**src/rtl/seg_xlate_pkg.sv**
```systemverilog
package seg_xlate_pkg;

  typedef enum logic [1:0] {
    ACC_READ  = 2'd0,
    ACC_WRITE = 2'd1,
    ACC_EXEC  = 2'd2,
    ACC_RSVD  = 2'd3
  } access_e;

  typedef enum logic [2:0] {
    TRAP_NONE      = 3'd0,
    TRAP_SEG_RANGE = 3'd1,
    TRAP_INVALID   = 3'd2,
    TRAP_BOUND     = 3'd3,
    TRAP_PERM      = 3'd4
  } trap_e;

  // Permission bits, bit 0 read, bit 1 write, bit 2 execute
  typedef struct packed {
    logic x;
    logic w;
    logic r;
  } perm_t;

  // Strobes from the check logic to the datapath
  typedef struct packed {
    logic  issue;
    logic  trap;
    trap_e code;
  } ctl_strobe_t;

endpackage

```
**src/rtl/seg_xlate_ctrl.sv**
```systemverilog
module seg_xlate_ctrl
  import seg_xlate_pkg::*;
#(
  parameter int SEG_W = 3,
  parameter int OFF_W = 12,
  parameter int LEN_W = 4
) (
  input  logic             clk,
  input  logic             rstN,
  input  logic             reqValid,
  input  logic [SEG_W-1:0] reqSeg,
  input  logic [OFF_W-1:0] reqOffset,
  input  logic [1:0]       reqAccess,
  input  logic [LEN_W-1:0] lenReg,
  input  logic             entValid,
  input  logic [OFF_W:0]   entLimit,
  input  logic [2:0]       entPerm,
  output ctl_strobe_t      strobe
);

  access_e accType;
  perm_t   permBits;
  logic    segInRange;
  logic    offInBound;
  logic    permGranted;
  trap_e   trapCode;

  assign accType  = access_e'(reqAccess);
  assign permBits = perm_t'(entPerm);

  always_comb begin
    segInRange = LEN_W'(reqSeg) < lenReg;
    offInBound = {1'b0, reqOffset} < entLimit;
    unique case (accType)
      ACC_READ:  permGranted = permBits.r;
      ACC_WRITE: permGranted = permBits.w;
      ACC_EXEC:  permGranted = permBits.x;
      default:   permGranted = 1'b0;
    endcase
  end

  // Fixed priority: range, valid flag, bound, permission
  always_comb begin
    if (!segInRange)       trapCode = TRAP_SEG_RANGE;
    else if (!entValid)    trapCode = TRAP_INVALID;
    else if (!offInBound)  trapCode = TRAP_BOUND;
    else if (!permGranted) trapCode = TRAP_PERM;
    else                   trapCode = TRAP_NONE;
  end

  always_comb begin
    strobe.issue = reqValid;
    strobe.trap  = reqValid && (trapCode != TRAP_NONE);
    strobe.code  = trapCode;
  end


  trap_needs_issue_chk: assert property (@(posedge clk) disable iff (!rstN)
    strobe.trap |-> strobe.issue);


  pass_within_bound_chk: assert property (@(posedge clk) disable iff (!rstN)
    (strobe.issue && !strobe.trap) |-> ({1'b0, reqOffset} < entLimit) && entValid);

endmodule

```
**src/rtl/seg_xlate_dp.sv**
```systemverilog
module seg_xlate_dp
  import seg_xlate_pkg::*;
#(
  parameter int SEG_COUNT = 8,
  parameter int SEG_W     = 3,
  parameter int OFF_W     = 12,
  parameter int PA_W      = 20,
  parameter int LEN_W     = 4
) (
  input  logic             clk,
  input  logic             rstN,
  input  logic             cfgWe,
  input  logic [SEG_W-1:0] cfgSeg,
  input  logic [PA_W-1:0]  cfgBase,
  input  logic [OFF_W:0]   cfgLimit,
  input  logic             cfgValid,
  input  logic [2:0]       cfgPerm,
  input  logic             lenWe,
  input  logic [LEN_W-1:0] lenValue,
  input  logic             reqValid,
  input  logic [SEG_W-1:0] reqSeg,
  input  logic [OFF_W-1:0] reqOffset,
  input  ctl_strobe_t      strobe,
  output logic [LEN_W-1:0] lenReg,
  output logic             entValid,
  output logic [OFF_W:0]   entLimit,
  output logic [2:0]       entPerm,
  output logic             rspValid,
  output logic             rspFault,
  output logic [2:0]       rspCode,
  output logic [PA_W-1:0]  rspPhys
);

  localparam logic [LEN_W-1:0] LEN_CAP = LEN_W'(SEG_COUNT);

  logic [PA_W-1:0]  baseTab  [SEG_COUNT];
  logic [OFF_W:0]   limitTab [SEG_COUNT];
  logic             validTab [SEG_COUNT];
  logic [2:0]       permTab  [SEG_COUNT];

  logic [PA_W-1:0]  baseSel;
  logic [PA_W-1:0]  physSum;

  // Descriptor slots
  for (genvar g = 0; g < SEG_COUNT; g++) begin : g_slot
    always_ff @(posedge clk) begin
      if (!rstN) begin
        baseTab[g]  <= '0;
        limitTab[g] <= '0;
        validTab[g] <= 1'b0;
        permTab[g]  <= '0;
      end else if (cfgWe && (cfgSeg == SEG_W'(g))) begin
        baseTab[g]  <= cfgBase;
        limitTab[g] <= cfgLimit;
        validTab[g] <= cfgValid;
        permTab[g]  <= cfgPerm;
      end
    end
  end

  // Length register, capped at the slot count
  always_ff @(posedge clk) begin
    if (!rstN)       lenReg <= '0;
    else if (lenWe)  lenReg <= (lenValue > LEN_CAP) ? LEN_CAP : lenValue;
  end

  // Descriptor lookup; numbers without a slot read as empty
  always_comb begin
    baseSel  = '0;
    entLimit = '0;
    entValid = 1'b0;
    entPerm  = '0;
    for (int i = 0; i < SEG_COUNT; i++) begin
      if (reqSeg == SEG_W'(i)) begin
        baseSel  = baseTab[i];
        entLimit = limitTab[i];
        entValid = validTab[i];
        entPerm  = permTab[i];
      end
    end
  end

  assign physSum = baseSel + PA_W'(reqOffset);

  // Response register
  always_ff @(posedge clk) begin
    if (!rstN) begin
      rspValid <= 1'b0;
      rspFault <= 1'b0;
      rspCode  <= '0;
      rspPhys  <= '0;
    end else begin
      rspValid <= strobe.issue;
      rspFault <= strobe.trap;
      rspCode  <= strobe.issue ? 3'(strobe.code) : 3'(TRAP_NONE);
      rspPhys  <= (strobe.issue && !strobe.trap) ? physSum : '0;
    end
  end


  rsp_follows_req_chk: assert property (@(posedge clk) disable iff (!rstN)
    reqValid |=> rspValid);


  rsp_idle_chk: assert property (@(posedge clk) disable iff (!rstN)
    !reqValid |=> !rspValid);


  fault_zero_addr_chk: assert property (@(posedge clk) disable iff (!rstN)
    rspFault |-> (rspPhys == '0) && (rspCode != 3'd0) && rspValid);


  len_cap_chk: assert property (@(posedge clk) disable iff (!rstN)
    lenReg <= LEN_CAP);

endmodule

```
**src/rtl/seg_xlate.sv**
```systemverilog
module seg_xlate
  import seg_xlate_pkg::*;
#(
  parameter int SEG_COUNT = 8,
  parameter int OFF_W     = 12,
  parameter int PA_W      = 20,
  localparam int SEG_W    = (SEG_COUNT > 1) ? $clog2(SEG_COUNT) : 1,
  localparam int LEN_W    = SEG_W + 1
) (
  input  logic             clk,
  input  logic             rstN,
  input  logic             cfgWe,
  input  logic [SEG_W-1:0] cfgSeg,
  input  logic [PA_W-1:0]  cfgBase,
  input  logic [OFF_W:0]   cfgLimit,
  input  logic             cfgValid,
  input  logic [2:0]       cfgPerm,
  input  logic             lenWe,
  input  logic [LEN_W-1:0] lenValue,
  input  logic             reqValid,
  input  logic [SEG_W-1:0] reqSeg,
  input  logic [OFF_W-1:0] reqOffset,
  input  logic [1:0]       reqAccess,
  output logic             rspValid,
  output logic             rspFault,
  output logic [2:0]       rspCode,
  output logic [PA_W-1:0]  rspPhys
);

  ctl_strobe_t      strobe;
  logic [LEN_W-1:0] lenReg;
  logic             entValid;
  logic [OFF_W:0]   entLimit;
  logic [2:0]       entPerm;

  seg_xlate_ctrl #(.SEG_W(SEG_W), .OFF_W(OFF_W), .LEN_W(LEN_W)) u_ctrl (
    .clk(clk), .rstN(rstN),
    .reqValid(reqValid), .reqSeg(reqSeg), .reqOffset(reqOffset), .reqAccess(reqAccess),
    .lenReg(lenReg), .entValid(entValid), .entLimit(entLimit), .entPerm(entPerm),
    .strobe(strobe)
  );

  seg_xlate_dp #(.SEG_COUNT(SEG_COUNT), .SEG_W(SEG_W), .OFF_W(OFF_W), .PA_W(PA_W),
                 .LEN_W(LEN_W)) u_dp (
    .clk(clk), .rstN(rstN),
    .cfgWe(cfgWe), .cfgSeg(cfgSeg), .cfgBase(cfgBase), .cfgLimit(cfgLimit),
    .cfgValid(cfgValid), .cfgPerm(cfgPerm),
    .lenWe(lenWe), .lenValue(lenValue),
    .reqValid(reqValid), .reqSeg(reqSeg), .reqOffset(reqOffset),
    .strobe(strobe),
    .lenReg(lenReg), .entValid(entValid), .entLimit(entLimit), .entPerm(entPerm),
    .rspValid(rspValid), .rspFault(rspFault), .rspCode(rspCode), .rspPhys(rspPhys)
  );

endmodule

```
**config.mk**
```make
export PLATFORM = sky130hd
export DESIGN_NAME = seg_xlate
export DESIGN_NICKNAME = d
export VERILOG_FILES = /design/src/rtl/seg_xlate_pkg.sv /design/src/rtl/seg_xlate_ctrl.sv /design/src/rtl/seg_xlate_dp.sv /design/src/rtl/seg_xlate.sv
export SDC_FILE = /design/constraint.sdc
export NUM_CORES = 1
export LEC_CHECK = 0
export CORE_UTILIZATION = 38
export CTS_BUF_LIST = sky130_fd_sc_hd__clkbuf_8 sky130_fd_sc_hd__clkbuf_16
export DETAILED_ROUTE_END_ITERATION = 10
export DONT_BUFFER_PORTS = 1
export GPL_ROUTABILITY_DRIVEN = 1
export GPL_TIMING_DRIVEN = 0
export HOLD_SLACK_MARGIN = 0.15
export PLACE_DENSITY_LB_ADDON = 0.15
export SLEW_MARGIN = 10
export SYNTH_ARGS = -nofsm -noshare
export SYNTH_HDL_FRONTEND = slang
export SYNTH_SLANG_ARGS = --single-unit
```
**constraint.sdc**
```tcl
create_clock -name clk -period 5.6 [get_ports clk]
set_input_delay 0.84 -clock clk [delete_from_list [all_inputs] [get_ports clk]]
set_output_delay 0.84 -clock clk [all_outputs]
set_load 0.01 [all_outputs]
```
==> out/metrics.yaml, run 1 <==
outcome:
  outcome: "finished, final reports clean"
setup_path:
  critPathRequiredTime_ps: 6070
  end_kind: "flip-flop"
  worstPathMaxFanout: 10
  criticalPathCategory: "in -> reg"
  critPathLaunchType: "input pin"
  arrival_ps: 5650
clocking:
  cts_tree: "done"
  cts_max_path_buffers: 3
  cts_hold_buf: 0
  cts_sinks: 325
  cts_root_buf: "clkbuf_16"
  cts.htree.levels: 2
  clock_latency_ps: 550
  post_cts_buffers: 0
  cts_buffers: 39
  path_clk_slew_ps: 60
die:
  die_area_sq_um: 41100
  core_sq_um: 39700
  rows: 73
  io_pins: 91
  die_x_um: 203
  die_y_um: 203
  start_util_pct: 38.6
sta:
  period_share_pct: 92.6
  whs_ps: 402
  worst_slew_pin_slew_ps: 1290
  maxSlewViolCount: 0
  rsz0062_at_grt: "false"
  fin_crit_ps: 5180
  max_slew_margin_pct: 13.6
  fin_skew_ps: 11.4
  final.setup.tns_ps: 0
  hold_viol_final: 0
  finalSetupViolCount: 0
  fmax_ghz: 0.193
route:
  via_count: 9840
  vias_per_cell: 5.43
  antenna_left: 0
  drt-pass1-iter-count: 8
  drt-total-wl_um: 46200
  drt-initial-drc-count: 871
  wl_per_cell_um: 25.5
  post-route-drc-count: 0
finish:
  multi_input_area_sq_um: 5570
  finalNetCount: 1347
  final_cells: 1811
  syn_to_final_growth_pct: 16.1
  fillCellCount: 3630
  finalInstanceArea_sq_um: 17800
  drive_above_1_share_pct: 10.4
  seq_area_sq_um: 9460
synth:
  seq_area_frac_synth_pct: 61.8
  synth-seq-cells: 325
  syn_area_per_cell_sq_um: 12.8
  syn_inst: 1196
  synth-async-reset-ratio_pct: 0
  synth_edf_count: 295
  syn_area_sq_um: 15300
  synth_nets: 1288
  synth_top_area_share_pct: 57.8
  synth_area_leaders: "edfxtp_1, and2_1, dfxtp_1"
  ys_types: 61
  yosys_warnings: 0
  synth-main-ff-cell: "edfxtp_1"
  synth_largest_area_cell: "edfxtp_1"
place:
  hpwl_um: 32300
  gp_congestion: 0.848
  numPortBuffers: 0
  placed_cell_area_sq_um: 16500
  dp_cells: 1740
pwr:
  p_leak_nw: 6.54
  peakVddDrop_mv: 0.191
  power.density_nw_per_um2: 337
  power_mw: 5.98
run:
  drv_cap: 0
global_route:
  grt_max_degree: 20
  overflow: 0
  grt_pass1_wl_um: 67400
  grt_antenna_before_repair: 1
  grt_pass1_vias: 9915
  grt_usage_pct: 23.0
min_path:
  hold_class: "in -> reg"
final timing paths:
check / from / to / slack [ps] / cells past startpoint
worst min-delay path: cfgValid / u_dp.validTab[1][0]$_DFF_P_ / 400 / 2
worst min register to register: u_dp.validTab[1][0]$_DFF_P_ / u_dp.validTab[1][0]$_DFF_P_ / 470 / 2
worst max-delay path: reqSeg[0] / u_dp.rspPhys[9]$_SDFF_PN0_ / 420 / 19
worst max register to register: u_dp.limitTab[0][32]$_SDFFCE_PN0P_ / u_dp.rspPhys[9]$_SDFF_PN0_ / 1760 / 14
flip-flops by register name (all words and copies together), names as in the netlist:
name and count:
u_dp.baseTab 160, u_dp.lenReg 4, u_dp.limitTab 104, u_dp.permTab 24, u_dp.rspCode 3, u_dp.rspFault 1
u_dp.rspPhys 20, u_dp.rspValid 1, u_dp.validTab 8
logic make-up after synthesis:
logic type                 synth area share, %
muxes                                     6.31
and+or+nand+nor                           17.7
AOI/OAI and AO/OA                         8.90
DFF                                       61.8
xor gates and xnor gates                 0.629
buffers and inverters                     2.56
adders and majority gates                 2.17
placed cells by master (no fill, tap or decap), types with 18 or more instances in the layout:
| cell type | Yosys | final |
|---|---|---|
| a21oi_1 | 69 | 69 |
| nor2_1 | 48 | 47 |
| mux2i_1 | 56 | 56 |
| o21ai_0 | 25 | 19 |
| and2_1 | 312 | 312 |
| nand2_1 | 28 | 28 |
| inv_1 | 18 | 27 |
| o22ai_1 | 18 | 18 |
| dfxtp_1 | 30 | 30 |
| clkbuf_1 | 40 | 38 |
| edfxtp_1 | 295 | 295 |
| ha_1 | 25 | 25 |
| clkbuf_16 | 0 | 41 |
power by group:
| part | internal (mW) | total [mW] | switching [mW] |
|---|---|---|---|
| Combinational | 0.231 | 0.592 | 0.361 |
| Sequential | 2.80 | 2.84 | 0.0427 |
| Clock | 1.54 | 2.55 | 1.01 |
| Total | 4.57 | 5.98 | 1.42 |
final cells by class:
class | instances | share of cell area, %
flip-flops and latches | 325 | 53.2
diodes | 1 | 0.0141
multi-input cells | 785 | 31.3
clock buffers | 44 | 6.00
well taps | 525 | 3.69
repair buffers | 19 | 2.34
clock inverters | 27 | 1.21
plain buffers | 65 | 1.79
inverters | 20 | 0.422
Yosys cell counts (5+ instances only):
library cell	count
mux2_2	6
inv_1	18
a21oi_1	69
a222oi_1	9
mux4_2	14
xnor2_1	7
nor3_1	10
and2_1	312
ha_1	25
nor2b_1	14
buf_2	11
a21o_1	7
and3b_1	6
o21ai_0	25
a211oi_1	8
clkbuf_1	40
nand2_1	28
nor2_1	48
o22ai_1	18
edfxtp_1	295
or3_1	5
nand2b_1	8
a22oi_1	14
nand3_1	10
buf_4	7
mux2i_1	56
o21a_1	11
o21ai_1	10
o21bai_1	6
dfxtp_1	30
o221ai_1	8
layer usage:
layer  GRT usage (%)  vias up  part of all wire (%)
li1                -     4520                     -
met1            31.1     4904                    44
met2            37.5      350                    47
met3            4.33       66                   6.8
met4            7.25        0                   2.4
met5               0        -                     0
per-stage QoR:
step                utilization [%]  worst slack, ps
floorplan                         -             1220
global placement               40.2            -1610
detailed placement             41.5             -278
CTS                            44.8              207
global route                   44.8             68.1
finish                         44.8              416
critical path: stages:
cell and delay, ps:
buf_6 120, buf_6 180, buf_2 290, buf_2 420
buf_1 530, nor2_1 110, a21oi_1 160, o221ai_1 140
o21a_1 150, a21oi_1 180, ha_1 280, o21ai_1 180
a211oi_1 110, a311oi_1 310, o211a_2 350, o21ai_4 100
nor4_2 570, buf_2 360, and2_1 220
timing repair:
item / CTS / global route
endpoints found under the setup margin: 0 / 5
gates resized for setup: 0 / 3
endpoints found under the hold margin: 0 / 0
(Power assumes the default switching activity.)
==> run 2, diff against run 1 <==
CTS_BUF_LIST = default   (was sky130_fd_sc_hd__clkbuf_8 sky130_fd_sc_hd__clkbuf_16)
==> run 2 against run 1 <==
Fmax about the same. Register-to-register slack about the same. Combinational power hardly changed. Clock skew up 2.7 ps. Clock-buffer cell count rose by 9. Sequential cell count is the same. Critical path depth unchanged. Critical path type unchanged. Critical endpoint unchanged.
==> out/metrics.yaml, run 2 (same netlist as run 1, synthesis figures left out) <==
outcome:
  outcome: "finished, final reports clean"  # unchanged
sta:
  maxSlewViolCount: 0  # unchanged
  worst_slew_pin_slew_ps: 1290  # about the same
  max_slew_margin_pct: 13.8  # was 13.6%
  fmax_ghz: 0.193  # about the same
  final.setup.tns_ps: 0  # unchanged
  period_share_pct: 92.6  # about the same
  hold_viol_final: 0  # unchanged
  finalSetupViolCount: 0  # unchanged
  fin_crit_ps: 5180  # about the same
  rsz0062_at_grt: "false"  # unchanged
  fin_skew_ps: 14.0  # was 11.4 ps
clocking:
  cts_root_buf: "clkbuf_16"  # unchanged
  cts_max_path_buffers: 3  # unchanged
  cts_sinks: 325  # unchanged
  cts_tree: "done"  # unchanged
  cts-resized-gates: 0  # unchanged
  post_cts_buffers: 0  # unchanged
  cts_hold_buf: 0  # unchanged
  path_clk_slew_ps: 60  # about the same
  cts_buffers: 39  # unchanged
  clock_latency_ps: 550  # about the same
  cts.htree.levels: 2  # unchanged
global_route:
  grt_usage_pct: 23.0  # unchanged
  grt_antenna_before_repair: 1  # unchanged
  overflow: 0  # unchanged
  grt_pass1_wl_um: 67400  # unchanged
  grt_max_degree: 20  # unchanged
  grt_pass1_vias: 9915  # unchanged
finish:
  final_common_cell: "and2_1"  # unchanged
  drive_above_1_share_pct: 10.4  # unchanged
  finalInstanceArea_sq_um: 17800  # about the same
  syn_to_final_growth_pct: 16.1  # about the same
  final_cell_mix: "and2_1, edfxtp_1, a21oi_1"  # unchanged
  reg_top3: "u_dp.baseTab: 160 flops, u_dp.limitTab: 104 flops, u_dp.permTab: 24 flops"  # unchanged
  largest_reg_flops: 160  # unchanged
  fillCellCount: 3630  # unchanged
  seq_area_sq_um: 9460  # unchanged
  final_cells: 1810  # was 1,811
  antenna_cells: 0  # was 1
  multi_input_area_sq_um: 5570  # unchanged
  finalNetCount: 1347  # unchanged
  largest_register: "u_dp.baseTab"  # unchanged
route:
  post-route-drc-count: 0  # unchanged
  wl_met3_um: 3080  # was 3120 um
  drt-initial-drc-count: 866  # was 871
  via_count: 9831  # was 9,840
  dr_wl_met2_um: 21800  # about the same
  antenna_left: 0  # unchanged
  drt-pass1-iter-count: 7  # was 8
  wl_met1_um: 20200  # about the same
  routed.top_layer: "met4"  # unchanged
  drt-total-wl_um: 46200  # about the same
  wl_per_cell_um: 25.5  # about the same
  vias_per_cell: 5.43  # about the same
setup_path:
  end_kind: "flip-flop"  # unchanged
  criticalPathCategory: "in -> reg"  # unchanged
  arrival_ps: 5650  # about the same
  worstPathMaxFanout: 10  # unchanged
  critPathLaunchType: "input pin"  # unchanged
  critPathRequiredTime_ps: 6070  # about the same
pwr:
  p_leak_nw: 6.51  # was 6.54 nW
  power.density_nw_per_um2: 337  # about the same
  power_mw: 6.00  # was 5.98 mW
  peakVddDrop_mv: 0.191  # about the same
place:
  dp_cells: 1740  # unchanged
  gp_congestion: 0.848  # unchanged
  placed_cell_area_sq_um: 16500  # unchanged
  hpwl_um: 32300  # unchanged
  numPortBuffers: 0  # unchanged
min_path:
  hold_class: "in -> reg"  # unchanged
run:
  drv_cap: 0  # unchanged
die:
  die_area_sq_um: 41100  # unchanged
  io_pins: 91  # unchanged
  die_y_um: 203  # unchanged
  die_x_um: 203  # unchanged
  rows: 73  # unchanged
  start_util_pct: 38.6  # unchanged
  core_sq_um: 39700  # unchanged
==> run 2: layout make-up <==
type	instances	share of cell area [%]
plain buffers	65	1.79
flip-flops and latches	325	53.2
well taps	525	3.69
clock inverters	18	1.02
inverters	20	0.422
clock buffers	53	6.19
multi-input cells	785	31.3
repair buffers	19	2.34
==> run 2: routing by layer <==
layer,GRT usage (%),vias up
met1,31.1,4910
met2,37.5,344
met3,4.33,61
met4,7.25,0
met5,0,-
li1,-,4516
==> run 2: worst paths after layout <==
kind | start | end | slack (ps) | depth (start not counted)
setup / recovery | reqSeg[0] | u_dp.rspPhys[9]$_SDFF_PN0_ | 420 | 19
hold / removal | cfgValid | u_dp.validTab[1][0]$_DFF_P_ | 400 | 2
setup reg to reg | u_dp.limitTab[0][32]$_SDFFCE_PN0P_ | u_dp.rspPhys[9]$_SDFF_PN0_ | 1770 | 14
hold reg to reg | u_dp.validTab[1][0]$_DFF_P_ | u_dp.validTab[1][0]$_DFF_P_ | 470 | 2
==> run 2: stage by stage <==
| step | util [%] | worst slack [ps] | hold WS (ps) |
|---|---|---|---|
| 6_report | 44.8 | 416 | 401 |
| 4_1_cts | 44.8 | 207 | 389 |
| 5_1_grt | 44.8 | 68.1 | 404 |
| 3_3_place_gp | 40.2 | -1610 | 461 |
| 2_1_floorplan | - | 1220 | 445 |
| 3_5_place_dp | 41.5 | -278 | 463 |
==> run 2: critical path, cell delays in order <==
cell	delay, ps
buf_6	120
buf_6	180
buf_2	290
buf_2	420
buf_1	520
nor2_1	110
a21oi_1	160
o221ai_1	140
o21a_1	150
a21oi_1	180
ha_1	280
o21ai_1	180
a211oi_1	110
a311oi_1	310
o211a_2	350
o21ai_4	100
nor4_2	570
buf_2	360
and2_1	220
==> run 2: power by group <==
part	switching, mW	internal, mW
clock network	1.01	1.56
logic	0.361	0.231
registers	0.0426	2.80
total	1.41	4.59
==> run 3, diff against run 2 <==
ABC_AREA = 1   (was default)
CORE_UTILIZATION = 56   (was 38)
==> run 3 against run 2 <==
Global-route usage increased by 7.6 points. Hold slack improved by 58 ps. Power decreased by 5.1%. Cell count increased by 0.55%. Cell area decreased by 8.1%. Core utilization increased by 20 points. Wire length decreased by 13%. Sequential power about the same. First-iteration DRC count increased by 42%. Clock-buffer cell count decreased by 10. Highest routed layer is now met5.
==> out/metrics.yaml, run 3 <==
global_route:
  grt_pass1_wl_um: 59500  # was 67,400 um
  grt_usage_pct: 30.6  # was 23.0%
  grt_antenna_before_repair: 1  # unchanged
  grt_max_degree: 31  # was 20
  grt_pass1_vias: 10200  # was 9,915
  overflow: 0  # unchanged
die:
  core_sq_um: 25400  # was 39,700 sq um
  io_pins: 91  # unchanged
  die_y_um: 164  # was 203 um
  start_util_pct: 57.5  # was 38.6%
  die_area_sq_um: 26700  # was 41,100 sq um
  rows: 58  # was 73
  die_x_um: 164  # was 203 um
place:
  placed_cell_area_sq_um: 15200  # was 16,500 sq um
  hpwl_um: 27000  # was 32,300 um
  gp_congestion: 0.928  # was 0.848
  numPortBuffers: 0  # unchanged
clocking:
  cts_hold_buf: 0  # unchanged
  cts_tree: "done"  # unchanged
  cts_max_path_buffers: 3  # unchanged
  cts-resized-gates: 0  # unchanged
  cts.htree.levels: 2  # unchanged
  cts_buffers: 35  # was 39
  path_clk_slew_ps: 60  # about the same
  cts_sinks: 325  # unchanged
  post_cts_buffers: 0  # unchanged
  cts_root_buf: "clkbuf_16"  # unchanged
  clock_latency_ps: 520  # was 550 ps
route:
  antenna_left: 0  # unchanged
  via_count: 10700  # was 9,831
  post-route-drc-count: 0  # unchanged
  vias_per_cell: 5.86  # was 5.43
  drt-initial-drc-count: 1231  # was 866
  wl_per_cell_um: 22.1  # was 25.5 um
  drt-total-wl_um: 40200  # was 46,200 um
  drt-pass1-iter-count: 6  # was 7
pwr:
  peakVddDrop_mv: 0.297  # was 0.191 mV
  p_leak_nw: 6.54  # was 6.51 nW
  power.density_nw_per_um2: 348  # was 337 nW/um^2
finish:
  drive_above_1_share_pct: 9.06  # was 10.4%
  fillCellCount: 2058  # was 3,630
  largest_reg_flops: 160  # unchanged
  final_cell_mix: "nor2_1, edfxtp_1, nand2_1"  # was and2_1, edfxtp_1, a21oi_1
  largest_register: "u_dp.baseTab"  # unchanged
  finalInstanceArea_sq_um: 16300  # was 17,800 sq um
  syn_to_final_growth_pct: 11.9  # was 16.1%
  antenna_cells: 0  # unchanged
  reg_top3: "u_dp.baseTab: 160 flops, u_dp.limitTab: 104 flops, u_dp.permTab: 24 flops"  # unchanged
  finalNetCount: 1555  # was 1,347
  final_common_cell: "nor2_1"  # was and2_1
synth:
  yosys_warnings: 0  # unchanged
  synth_nets: 1509  # was 1,288
  syn_area_per_cell_sq_um: 10.3  # was 12.8 sq um
  synth_top_area_share_pct: 60.6  # was 57.8%
  synth-async-reset-ratio_pct: 0  # unchanged
  yosysMostFrequentCell: "nor2_1"  # was and2_1
  synth_common_cells: "nor2_1, edfxtp_1, nand2_1"  # was and2_1, edfxtp_1, a21oi_1
  synth-main-ff-cell: "edfxtp_1"  # unchanged
  synth_largest_area_cell: "edfxtp_1"  # unchanged
  ys_types: 49  # was 61
  synth_area_leaders: "edfxtp_1, nor2_1, nand2_1"  # was edfxtp_1, and2_1, dfxtp_1
  synth-seq-cells: 325  # unchanged
  syn_inst: 1417  # was 1,196
  seq_area_frac_synth_pct: 64.8  # was 61.8%
  syn_area_sq_um: 14600  # was 15,300 sq um
  synth_edf_count: 295  # unchanged
sta:
  finalSetupViolCount: 0  # unchanged
  final.setup.tns_ps: 0  # unchanged
  fin_crit_ps: 4530  # was 5180 ps
  hold_viol_final: 0  # unchanged
  max_slew_margin_pct: 33.3  # was 13.8%
  period_share_pct: 80.9  # was 92.6%
  worst_slew_pin_slew_ps: 990  # was 1290 ps
  maxSlewViolCount: 0  # unchanged
  fin_skew_ps: 8.83  # was 14.0 ps
  fmax_ghz: 0.221  # was 0.193 GHz
  rsz0062_at_grt: "false"  # unchanged
setup_path:
  critPathLaunchType: "input pin"  # unchanged
  critPathRequiredTime_ps: 6010  # was 6070 ps
  end_kind: "flip-flop"  # unchanged
  arrival_ps: 4940  # was 5650 ps
  worstPathMaxFanout: 10  # unchanged
  criticalPathCategory: "in -> reg"  # unchanged
run:
  drv_cap: 0  # unchanged
outcome:
  outcome: "finished, final reports clean"  # unchanged
min_path:
  hold_class: "in -> reg"  # unchanged
## run 3: changes by cell type in the layout (fill, tap and decap cells not counted), sizes merged, moves of 18 or more
cell,previous run,this run
mux2i,56,1
o22ai,18,0
nand4,2,56
nor2,48,374
nand3,10,52
inv,20,126
nand2,28,230
and2,312,0
## run 3: cells by family (layout without fill, tap and decap cells)
kind of cell	after synthesis	in the layout	synth area share, %
flip-flops	325	325	64.8
XOR/XNOR	13	13	0.780
AO/OA/AOI/OAI	137	137	5.54
multiplexers	1	1	0.0685
AND/OR/NAND/NOR	728	728	21.2
adder cells (fa/ha/maj)	26	26	2.28
buffers and inverters	187	260	5.35
## run 3: per-layer routing
layer / up-vias / share of wire [%] / GRT usage, %
met3: 89 / 11 / 6.17
li1: 4895 / - / -
met1: 5070 / 39 / 41.4
met2: 607 / 47 / 49.0
met4: 2 / 2.9 / 11.4
met5: - / 0.027 / 0
## run 3: final timing paths
kind / slack [ps] / cells past startpoint / endpoint / from
worst max-delay path: 1070 / 23 / u_dp.rspPhys[10]$_SDFF_PN0_ / reqSeg[1]
worst min-delay path: 460 / 2 / u_dp.lenReg[2]$_SDFFE_PN0P_ / lenValue[2]
worst max register to register: 2570 / 19 / u_dp.rspPhys[10]$_SDFF_PN0_ / u_dp.baseTab[0][0]$_SDFFCE_PN0P_
worst min register to register: 460 / 2 / u_dp.lenReg[2]$_SDFFE_PN0P_ / u_dp.lenReg[2]$_SDFFE_PN0P_
## run 3: area by class of cell
type	instances	area (sq um)	area share, %
timing repair buffer	9	180	1.10
inverter	126	477	2.92
clock buffer	43	916	5.61
buffer	61	304	1.86
clock inverter	21	194	1.19
multi-input combinational	905	4400	26.9
sequential	325	9460	57.9
tap	330	413	2.53
## run 3: critical path, cell delays in order
cell,delay [ps]
buf_4,160
buf_6,160
nor3_4,600
clkbuf_1,610
a22oi_1,190
nand4_1,120
a21oi_1,100
nand2_1,100
o21ai_0,70
inv_1,60
ha_1,150
inv_1,60
fa_1,430
nand3b_1,200
nand2_1,110
nand2_1,80
nand2_1,70
a21oi_1,80
o21ai_0,350
a21oi_1,150
xor2_1,160
inv_1,50
nor2_1,30
## run 3: power breakdown
| group | internal [mW] | leakage (nW) | switching, mW |
|---|---|---|---|
| combinational | 0.166 | 2.90 | 0.403 |
| sequential | 2.80 | 3.09 | 0.0446 |
| clock | 1.31 | 0.544 | 0.966 |
| total | 4.28 | 6.54 | 1.41 |
## run 3: through the flow
step	power, mW	cells	utilization [%]	setup slack (ps)	hold WS [ps]
after floorplan	3.26	1417	-	1570	443
after global placement	3.42	1747	59.1	-323	455
after detailed placement	3.45	1756	60.0	710	460
after CTS	5.67	1820	64.3	1230	461
after global routing	5.84	1820	64.3	917	466
final	5.69	1820	64.3	1070	459
